===== config.mk =====
export PLATFORM = sky130hd
export DESIGN_NAME = trig_window_capture
export DESIGN_NICKNAME = d
export VERILOG_FILES = /design/src/rtl/twc_pkg.sv /design/src/rtl/twc_ctrl.sv /design/src/rtl/twc_buffer.sv /design/src/rtl/twc_reader.sv /design/src/rtl/trig_window_capture.sv
export SDC_FILE = /design/constraint.sdc
export NUM_CORES = 1
export LEC_CHECK = 0
export ABC_CLOCK_PERIOD_IN_PS = 3450
export BUFFER_PORTS_ARGS = -buffer_cell sky130_fd_sc_hd__buf_2
export CORE_UTILIZATION = 50
export CTS_CLUSTER_DIAMETER = 80
export CTS_CLUSTER_SIZE = 28
export DETAILED_ROUTE_END_ITERATION = 6
export PLACE_DENSITY = 0.65
export SLEW_MARGIN = 10
export SYNTH_ARGS = -nofsm -noshare
export SYNTH_HDL_FRONTEND = slang
export SYNTH_HIERARCHICAL = 1
export SYNTH_SLANG_ARGS = --single-unit

===== constraint.sdc =====
create_clock -name clk -period 3.45 [get_ports clk]
set_input_delay 0.345 -clock clk [delete_from_list [all_inputs] [get_ports clk]]
set_output_delay 0.345 -clock clk [all_outputs]
set_load 0.02 [all_outputs]

===== src/rtl/twc_pkg.sv =====
package twc_pkg;
    typedef enum logic [1:0] {
        ST_IDLE  = 2'd0,
        ST_ARMED = 2'd1,
        ST_POST  = 2'd2,
        ST_DONE  = 2'd3
    } twc_state_e;
endpackage


===== src/rtl/twc_ctrl.sv =====
module twc_ctrl
    import twc_pkg::*;
#(
    parameter int DEPTH  = 64,
    parameter int ADDR_W = $clog2(DEPTH)
) (
    input  logic              clk,
    input  logic              rst_n,
    input  logic              smp_valid,
    input  logic              trig_in,
    input  logic              arm,
    input  logic              cfg_wr,
    input  logic [ADDR_W-1:0] cfg_post,
    input  logic [ADDR_W-1:0] wr_ptr,
    output logic              wr_en,
    output logic              wr_clear,
    output logic [ADDR_W-1:0] trig_addr,
    output logic [ADDR_W-1:0] post_len,
    output logic              stat_armed,
    output logic              stat_trig,
    output logic              stat_done,
    output logic              stat_partial
);
    localparam logic [ADDR_W:0] DEPTH_W = DEPTH[ADDR_W:0];
    localparam logic [ADDR_W-1:0] POST_RST = ADDR_W'(DEPTH / 2);

    twc_state_e        state_q, state_d;
    logic [ADDR_W-1:0] post_len_q;
    logic [ADDR_W-1:0] left_q;
    logic [ADDR_W:0]   fill_q;
    logic [ADDR_W-1:0] trig_addr_q;
    logic              partial_q;
    logic              idle_or_done;
    logic              arm_ok;
    logic              trig_ok;
    logic [ADDR_W:0]   pre_len;

    assign idle_or_done = (state_q == ST_IDLE) || (state_q == ST_DONE);
    assign arm_ok       = arm && idle_or_done;
    assign trig_ok      = trig_in && (state_q == ST_ARMED);
    assign pre_len      = DEPTH_W - {1'b0, post_len_q};

    // next-state logic
    always_comb begin
        state_d = state_q;
        unique case (state_q)
            ST_IDLE:  if (arm) state_d = ST_ARMED;
            ST_ARMED: begin
                if (trig_in) begin
                    if (smp_valid && post_len_q == ADDR_W'(1)) state_d = ST_DONE;
                    else                                       state_d = ST_POST;
                end
            end
            ST_POST:  if (smp_valid && left_q == ADDR_W'(1)) state_d = ST_DONE;
            ST_DONE:  if (arm) state_d = ST_ARMED;
            default:  state_d = ST_IDLE;
        endcase
    end

    // state register
    always_ff @(posedge clk or negedge rst_n) begin
        if (!rst_n) state_q <= ST_IDLE;
        else        state_q <= state_d;
    end

    // outputs
    always_comb begin
        wr_en        = 1'b0;
        wr_clear     = arm_ok;
        stat_armed   = 1'b0;
        stat_trig    = 1'b0;
        stat_done    = 1'b0;
        unique case (state_q)
            ST_IDLE:  ;
            ST_ARMED: begin wr_en = smp_valid; stat_armed = 1'b1; end
            ST_POST:  begin wr_en = smp_valid; stat_armed = 1'b1; stat_trig = 1'b1; end
            ST_DONE:  begin stat_trig = 1'b1; stat_done = 1'b1; end
            default:  ;
        endcase
        stat_partial = partial_q;
        trig_addr    = trig_addr_q;
        post_len     = post_len_q;
    end

    // datapath registers
    always_ff @(posedge clk or negedge rst_n) begin
        if (!rst_n) begin
            post_len_q  <= POST_RST;
            left_q      <= '0;
            fill_q      <= '0;
            trig_addr_q <= '0;
            partial_q   <= 1'b0;
        end else begin
            if (cfg_wr && idle_or_done)
                post_len_q <= (cfg_post == '0) ? ADDR_W'(1) : cfg_post;
            if (arm_ok) begin
                fill_q    <= '0;
                partial_q <= 1'b0;
            end
            if (trig_ok) begin
                trig_addr_q <= wr_ptr;
                partial_q   <= (fill_q < pre_len);
                left_q      <= post_len_q - {{(ADDR_W-1){1'b0}}, smp_valid};
            end else if (state_q == ST_ARMED && smp_valid && fill_q != DEPTH_W) begin
                fill_q <= fill_q + 1'b1;
            end
            if (state_q == ST_POST && smp_valid)
                left_q <= left_q - 1'b1;
        end
    end

    p_left_nonzero_r4: assert property (@(posedge clk) disable iff (!rst_n)
        (state_q == ST_POST) |-> (left_q != '0));
    p_ignore_trig_r5: assert property (@(posedge clk) disable iff (!rst_n)
        (state_q == ST_IDLE && !arm) |=> (state_q == ST_IDLE));
    p_cfg_locked_r6: assert property (@(posedge clk) disable iff (!rst_n)
        (!idle_or_done) |=> $stable(post_len_q));
    p_done_hold_r7: assert property (@(posedge clk) disable iff (!rst_n)
        (state_q == ST_DONE && !arm) |=> (state_q == ST_DONE));
    p_flags_excl_r10: assert property (@(posedge clk) disable iff (!rst_n)
        !(stat_armed && stat_done));
    p_post_range_r6: assert property (@(posedge clk) disable iff (!rst_n)
        post_len_q != '0);
endmodule


===== src/rtl/twc_buffer.sv =====
module twc_buffer #(
    parameter int DATA_W = 12,
    parameter int DEPTH  = 64,
    parameter int ADDR_W = $clog2(DEPTH)
) (
    input  logic              clk,
    input  logic              rst_n,
    input  logic              wr_en,
    input  logic              wr_clear,
    input  logic [DATA_W-1:0] wr_data,
    input  logic [ADDR_W-1:0] rd_addr,
    output logic [ADDR_W-1:0] wr_ptr,
    output logic [DATA_W-1:0] rd_data
);
    logic [DATA_W-1:0] mem_q [DEPTH];
    logic [ADDR_W-1:0] wr_ptr_q;

    always_ff @(posedge clk or negedge rst_n) begin
        if (!rst_n)        wr_ptr_q <= '0;
        else if (wr_clear) wr_ptr_q <= '0;
        else if (wr_en)    wr_ptr_q <= wr_ptr_q + 1'b1;
    end

    always_ff @(posedge clk) begin
        if (wr_en) mem_q[wr_ptr_q] <= wr_data;
    end

    assign wr_ptr  = wr_ptr_q;
    assign rd_data = mem_q[rd_addr];

    p_wr_step_r3: assert property (@(posedge clk) disable iff (!rst_n)
        (wr_en && !wr_clear) |=> (wr_ptr_q == $past(wr_ptr_q) + 1'b1));
    p_frozen_r7: assert property (@(posedge clk) disable iff (!rst_n)
        (!wr_en && !wr_clear) |=> $stable(wr_ptr_q));
endmodule


===== src/rtl/twc_reader.sv =====
module twc_reader #(
    parameter int DEPTH  = 64,
    parameter int ADDR_W = $clog2(DEPTH)
) (
    input  logic              clk,
    input  logic              rst_n,
    input  logic              rd_start,
    input  logic              rd_next,
    input  logic [ADDR_W-1:0] trig_addr,
    input  logic [ADDR_W-1:0] post_len,
    output logic [ADDR_W-1:0] rd_addr
);
    logic [ADDR_W-1:0] rd_ptr_q;
    logic [ADDR_W-1:0] oldest;

    // oldest = reference - (DEPTH - N) == reference + N modulo DEPTH
    assign oldest = trig_addr + post_len;

    always_ff @(posedge clk or negedge rst_n) begin
        if (!rst_n)        rd_ptr_q <= '0;
        else if (rd_start) rd_ptr_q <= oldest;
        else if (rd_next)  rd_ptr_q <= rd_ptr_q + 1'b1;
    end

    assign rd_addr = rd_ptr_q;

    p_rd_step_r8: assert property (@(posedge clk) disable iff (!rst_n)
        (rd_next && !rd_start) |=> (rd_ptr_q == $past(rd_ptr_q) + 1'b1));
    p_rd_hold_r8: assert property (@(posedge clk) disable iff (!rst_n)
        (!rd_next && !rd_start) |=> $stable(rd_ptr_q));
endmodule


===== src/rtl/trig_window_capture.sv =====
module trig_window_capture #(
    parameter int DATA_W = 12,
    parameter int DEPTH  = 64,
    parameter int ADDR_W = $clog2(DEPTH)
) (
    input  logic              clk,
    input  logic              rst_n,
    input  logic              smp_valid,
    input  logic [DATA_W-1:0] smp_data,
    input  logic              trig_in,
    input  logic              arm,
    input  logic              cfg_wr,
    input  logic [ADDR_W-1:0] cfg_post,
    input  logic              rd_start,
    input  logic              rd_next,
    output logic [DATA_W-1:0] rd_data,
    output logic              stat_armed,
    output logic              stat_trig,
    output logic              stat_done,
    output logic              stat_partial
);
    logic              wr_en;
    logic              wr_clear;
    logic [ADDR_W-1:0] wr_ptr;
    logic [ADDR_W-1:0] trig_addr;
    logic [ADDR_W-1:0] post_len;
    logic [ADDR_W-1:0] rd_addr;

    initial begin
        assert ((1 << ADDR_W) == DEPTH && DEPTH >= 4)
            else $error("DEPTH must be a power of two, at least 4");
    end

    twc_ctrl #(.DEPTH(DEPTH), .ADDR_W(ADDR_W)) u_ctrl (
        .clk(clk), .rst_n(rst_n), .smp_valid(smp_valid), .trig_in(trig_in),
        .arm(arm), .cfg_wr(cfg_wr), .cfg_post(cfg_post), .wr_ptr(wr_ptr),
        .wr_en(wr_en), .wr_clear(wr_clear), .trig_addr(trig_addr),
        .post_len(post_len), .stat_armed(stat_armed), .stat_trig(stat_trig),
        .stat_done(stat_done), .stat_partial(stat_partial)
    );

    twc_buffer #(.DATA_W(DATA_W), .DEPTH(DEPTH), .ADDR_W(ADDR_W)) u_buf (
        .clk(clk), .rst_n(rst_n), .wr_en(wr_en), .wr_clear(wr_clear),
        .wr_data(smp_data), .rd_addr(rd_addr), .wr_ptr(wr_ptr), .rd_data(rd_data)
    );

    twc_reader #(.DEPTH(DEPTH), .ADDR_W(ADDR_W)) u_rd (
        .clk(clk), .rst_n(rst_n), .rd_start(rd_start), .rd_next(rd_next),
        .trig_addr(trig_addr), .post_len(post_len), .rd_addr(rd_addr)
    );

    p_done_needs_trig_r10: assert property (@(posedge clk) disable iff (!rst_n)
        stat_done |-> stat_trig);
    p_partial_after_trig_r9: assert property (@(posedge clk) disable iff (!rst_n)
        stat_partial |-> stat_trig);
endmodule


==> results.yml <==
timing:
  worstMarginPinSlew_ns: 1.23
  fin_skew_ns: 0.0319
  period_needed_ns: 3.48
  period_share: 1.01
  fmax_ghz: 0.287
  rsz0062_at_grt: "true"
  setup_viol: 6
  fin_ws_ns: -0.0295
  drv_slew: 0
  relSlewSlack: 0.177
  hold_viol_final: 0
placement:
  dp_hpwl_um: 46100
  dpl_cell_area_sq_um: 34300
  gp_congestion: 0.819
  port-buffer-count: 41
clock_tree:
  cts_made_buffers: 37
  numClockSinks: 808
  cts-root-buf: "clkbuf_16"
  h-tree-depth: 2
  clockBufferDepth: 3
  clk_pin_slew_ns: 0.11
  clkLatencyLatePin_ns: 0.61
  cts_tree: "built"
grt:
  met3_usage: 0.0286
  busiest_layer: "met2"
  met2_usage: 0.381
  use_met1: 0.335
  antenna_found_initial: 1
  grt_pass1_wl_um: 110000
  grt_max_degree: 65
  grt_pass1_vias: 16100
  gr-usage-all-layers: 0.232
  overflow: 0
synth:
  synthFlopType: "edfxtp_1"
  netlist.area_leader.share: 0.715
  ys_ff_latch: 808
  ys_types: 60
  synthCells: 1576
  synth_warnings: 6
  synth_area_sq_um: 32300
  syn-num-nets: 1627
  ys_seq_area_frac: 0.746
  synthTopCellsByCount: "edfxtp_1 (768), mux4_2 (206), nor2_1 (95)"
  syn_area_per_cell_sq_um: 20.5
  synth_area_leaders: "edfxtp_1 (71%), mux4_2 (14%), dfrtp_1 (3.0%)"
  ys_async_sr_fraction: 0.0495
  yosys.cell_count.top_type: "edfxtp_1"
  synth_edf_count: 768
  synth_top_cell_by_area: "edfxtp_1"
critical_path:
  crit_arrival_ns: 3.13
  r2r_start: "u_ctrl/state_q[0]$_DFFE_PN0P_"
  crit_top_cell: "mux4_2"
  worst_path_largest_cell_delay_ns: 0.55
  cp_num_buf_inv: 3
  crit_required_ns: 3.11
  cp-start-kind: "flop"
  critPathKind: "reg2out"
  critPathLaunch: "u_rd/rd_addr[0]$_DFFE_PN0P_"
  endpoint_kind: "output pin"
  cpMaxStageDelayCell: "mux4_2"
  cp_max_fo: 7
  cp_cell_sequence: "buf_12 -> buf_16 -> mux4_2 -> mux4_2 -> nor2_2 -> a311oi_2 -> a22o_1 -> buf_4"
  crit_family: "multiplexers"
run:
  maxCapViolCount: 0
finish:
  utilization: 0.573
  drive_gt1_frac: 0.305
  antenna_cells: 0
  fin_area_sq_um: 36400
  nets: 1796
  syn_to_final_growth_pct: 12.7
drt:
  detail_route.vias_per_cell: 6.19
  avgRoutedWirePerCell_um: 29.0
  vias: 16100
  route.detailed.drc: 0
  drt_first_iter_violations: 1665
  routed_wl_um: 75700
  postRouteAntennaNets: 0
  first_pass_iters: 7
worst_hold_path:
  worstHoldStart: "rd_start"
  holdCritPathClass: "in2reg"
run_status:
  outcome: "complete, but fails checks"
  violations: "setup timing"
die:
  die_w_um: 256
  die_y_um: 256
  die_area_sq_um: 65600
  rows: 92
  core-area_sq_um: 63400
  ios: 42
  initial_core_util: 0.509
power:
  total_power_mw: 26.9
  ir_worst_vdd_mv: 0.499
  power.density_nw_per_um2: 740
  p_leak_nw: 11.7
==> logic make-up after synthesis <==
logic type | share of synthesized area
AOI/OAI and AO/OA | 0.0267
xor gates and xnor gates | 0.00543
adders and majority gates | 0.00993
buffers and inverters | 0.0150
DFF | 0.746
muxes | 0.161
and+or+nand+nor | 0.0361
==> state kept, by name, summed over array words and instances, names as in the netlist <==
name	count
u_buf/mem_q	768
u_ctrl/fill_q	7
u_buf/wr_ptr	6
u_ctrl/left_q	6
u_ctrl/post_len	6
u_ctrl/trig_addr	6
u_rd/rd_addr	6
u_ctrl/state_q	2
u_ctrl/stat_partial	1
==> area by class of cell <==
cell class              count  area [sq um]
clock inverters            10           135
flip-flops and latches    808         24100
well taps                 846          1060
multi-input cells         671          8040
clock buffers              44           995
inverters                  16          60.1
repair buffers            211          2000
fillers                  4655         27100
==> through the flow <==
stage	hold slack (ns)	setup TNS (ns)	std cells	worst slack [ns]
6_report	0.0864	-0.0600	2606	-0.0295
5_1_grt	0.102	-0.607	2606	-0.0753
4_1_cts	0.0654	-0.706	2595	-0.108
3_5_place_dp	0.508	0	2509	0.234
3_3_place_gp	0.510	0	2509	0.258
2_1_floorplan	0.0494	0	1576	0.526
==> report_power, final <==
part,internal [mW],switching [mW]
clock network,2.21,3.00
registers,11.0,0.408
logic,4.97,5.34
==> path summary, 6_finish.rpt <==
check | endpoint | slack, ns | cells past startpoint
max | rd_data[7] | -0.03 | 8
min | u_rd/rd_addr[2]$_DFFE_PN0P_ | 0.09 | 3
max reg2reg | u_buf/mem_q[61][5]$_DFFE_PP_ | 0.64 | 7
min reg2reg | u_ctrl/fill_q[6]$_DFF_PN0_ | 0.52 | 1
max in group asynchronous | u_rd/rd_addr[1]$_DFFE_PN0P_ | 2.33 | 2
min in group asynchronous | u_buf/wr_ptr[3]$_DFFE_PN0P_ | 0.42 | 2
==> per-layer routing <==
metal,wire (um),vias up
met5,10,-
met4,1390,2
met3,5130,81
met2,37800,590
met1,31300,8660
li1,-,6801
==> timing repair <==
action / CTS / global route
hold endpoints to repair: 45 / 0
setup endpoints to repair: 12 / 12
hold buffers: 7 / 0
cloned: 3 / 5
pin swaps: 6 / 14
setup buffers: 22 / 10
resized for setup: 42 / 56
==> cells in the final DEF (no fill, tap or decap), types with 5 or more instances in the layout <==
| cell type | n |
|---|---|
| nor3_1 | 6 |
| mux4_2 | 206 |
| buf_4 | 131 |
| dlygate4sd3_1 | 7 |
| xnor2_1 | 6 |
| mux2i_1 | 35 |
| nor2b_1 | 22 |
| a211oi_2 | 5 |
| a311oi_2 | 5 |
| clkbuf_1 | 5 |
| o21ai_0 | 19 |
| buf_2 | 33 |
| ha_1 | 24 |
| a21oi_1 | 13 |
| nand2b_1 | 7 |
| nand4_1 | 6 |
| nor3_2 | 6 |
| dfrtp_1 | 34 |
| a22oi_1 | 8 |
| buf_12 | 12 |
| xor2_1 | 14 |
| o22ai_1 | 8 |
| nor2_4 | 5 |
| buf_16 | 8 |
| a22o_1 | 7 |
| o211ai_1 | 5 |
| clkbuf_16 | 43 |
| nand2_1 | 40 |
| a211oi_1 | 18 |
| or3_1 | 5 |
| nand3_1 | 31 |
| edfxtp_1 | 768 |
| buf_6 | 11 |
| mux2_2 | 12 |
| inv_1 | 16 |
| nor2_1 | 87 |
| mux2i_2 | 5 |
==> worst reg2reg max path, stage by stage (launching register included) <==
cell	delay (ns)
dfrtp_1	0.41
inv_1	0.06
ha_1	0.35
nor2b_1	0.27
nor2b_1	0.44
nand3_1	0.45
nor2_1	0.23
buf_4	0.28
Power figures use the tool's default switching activity.
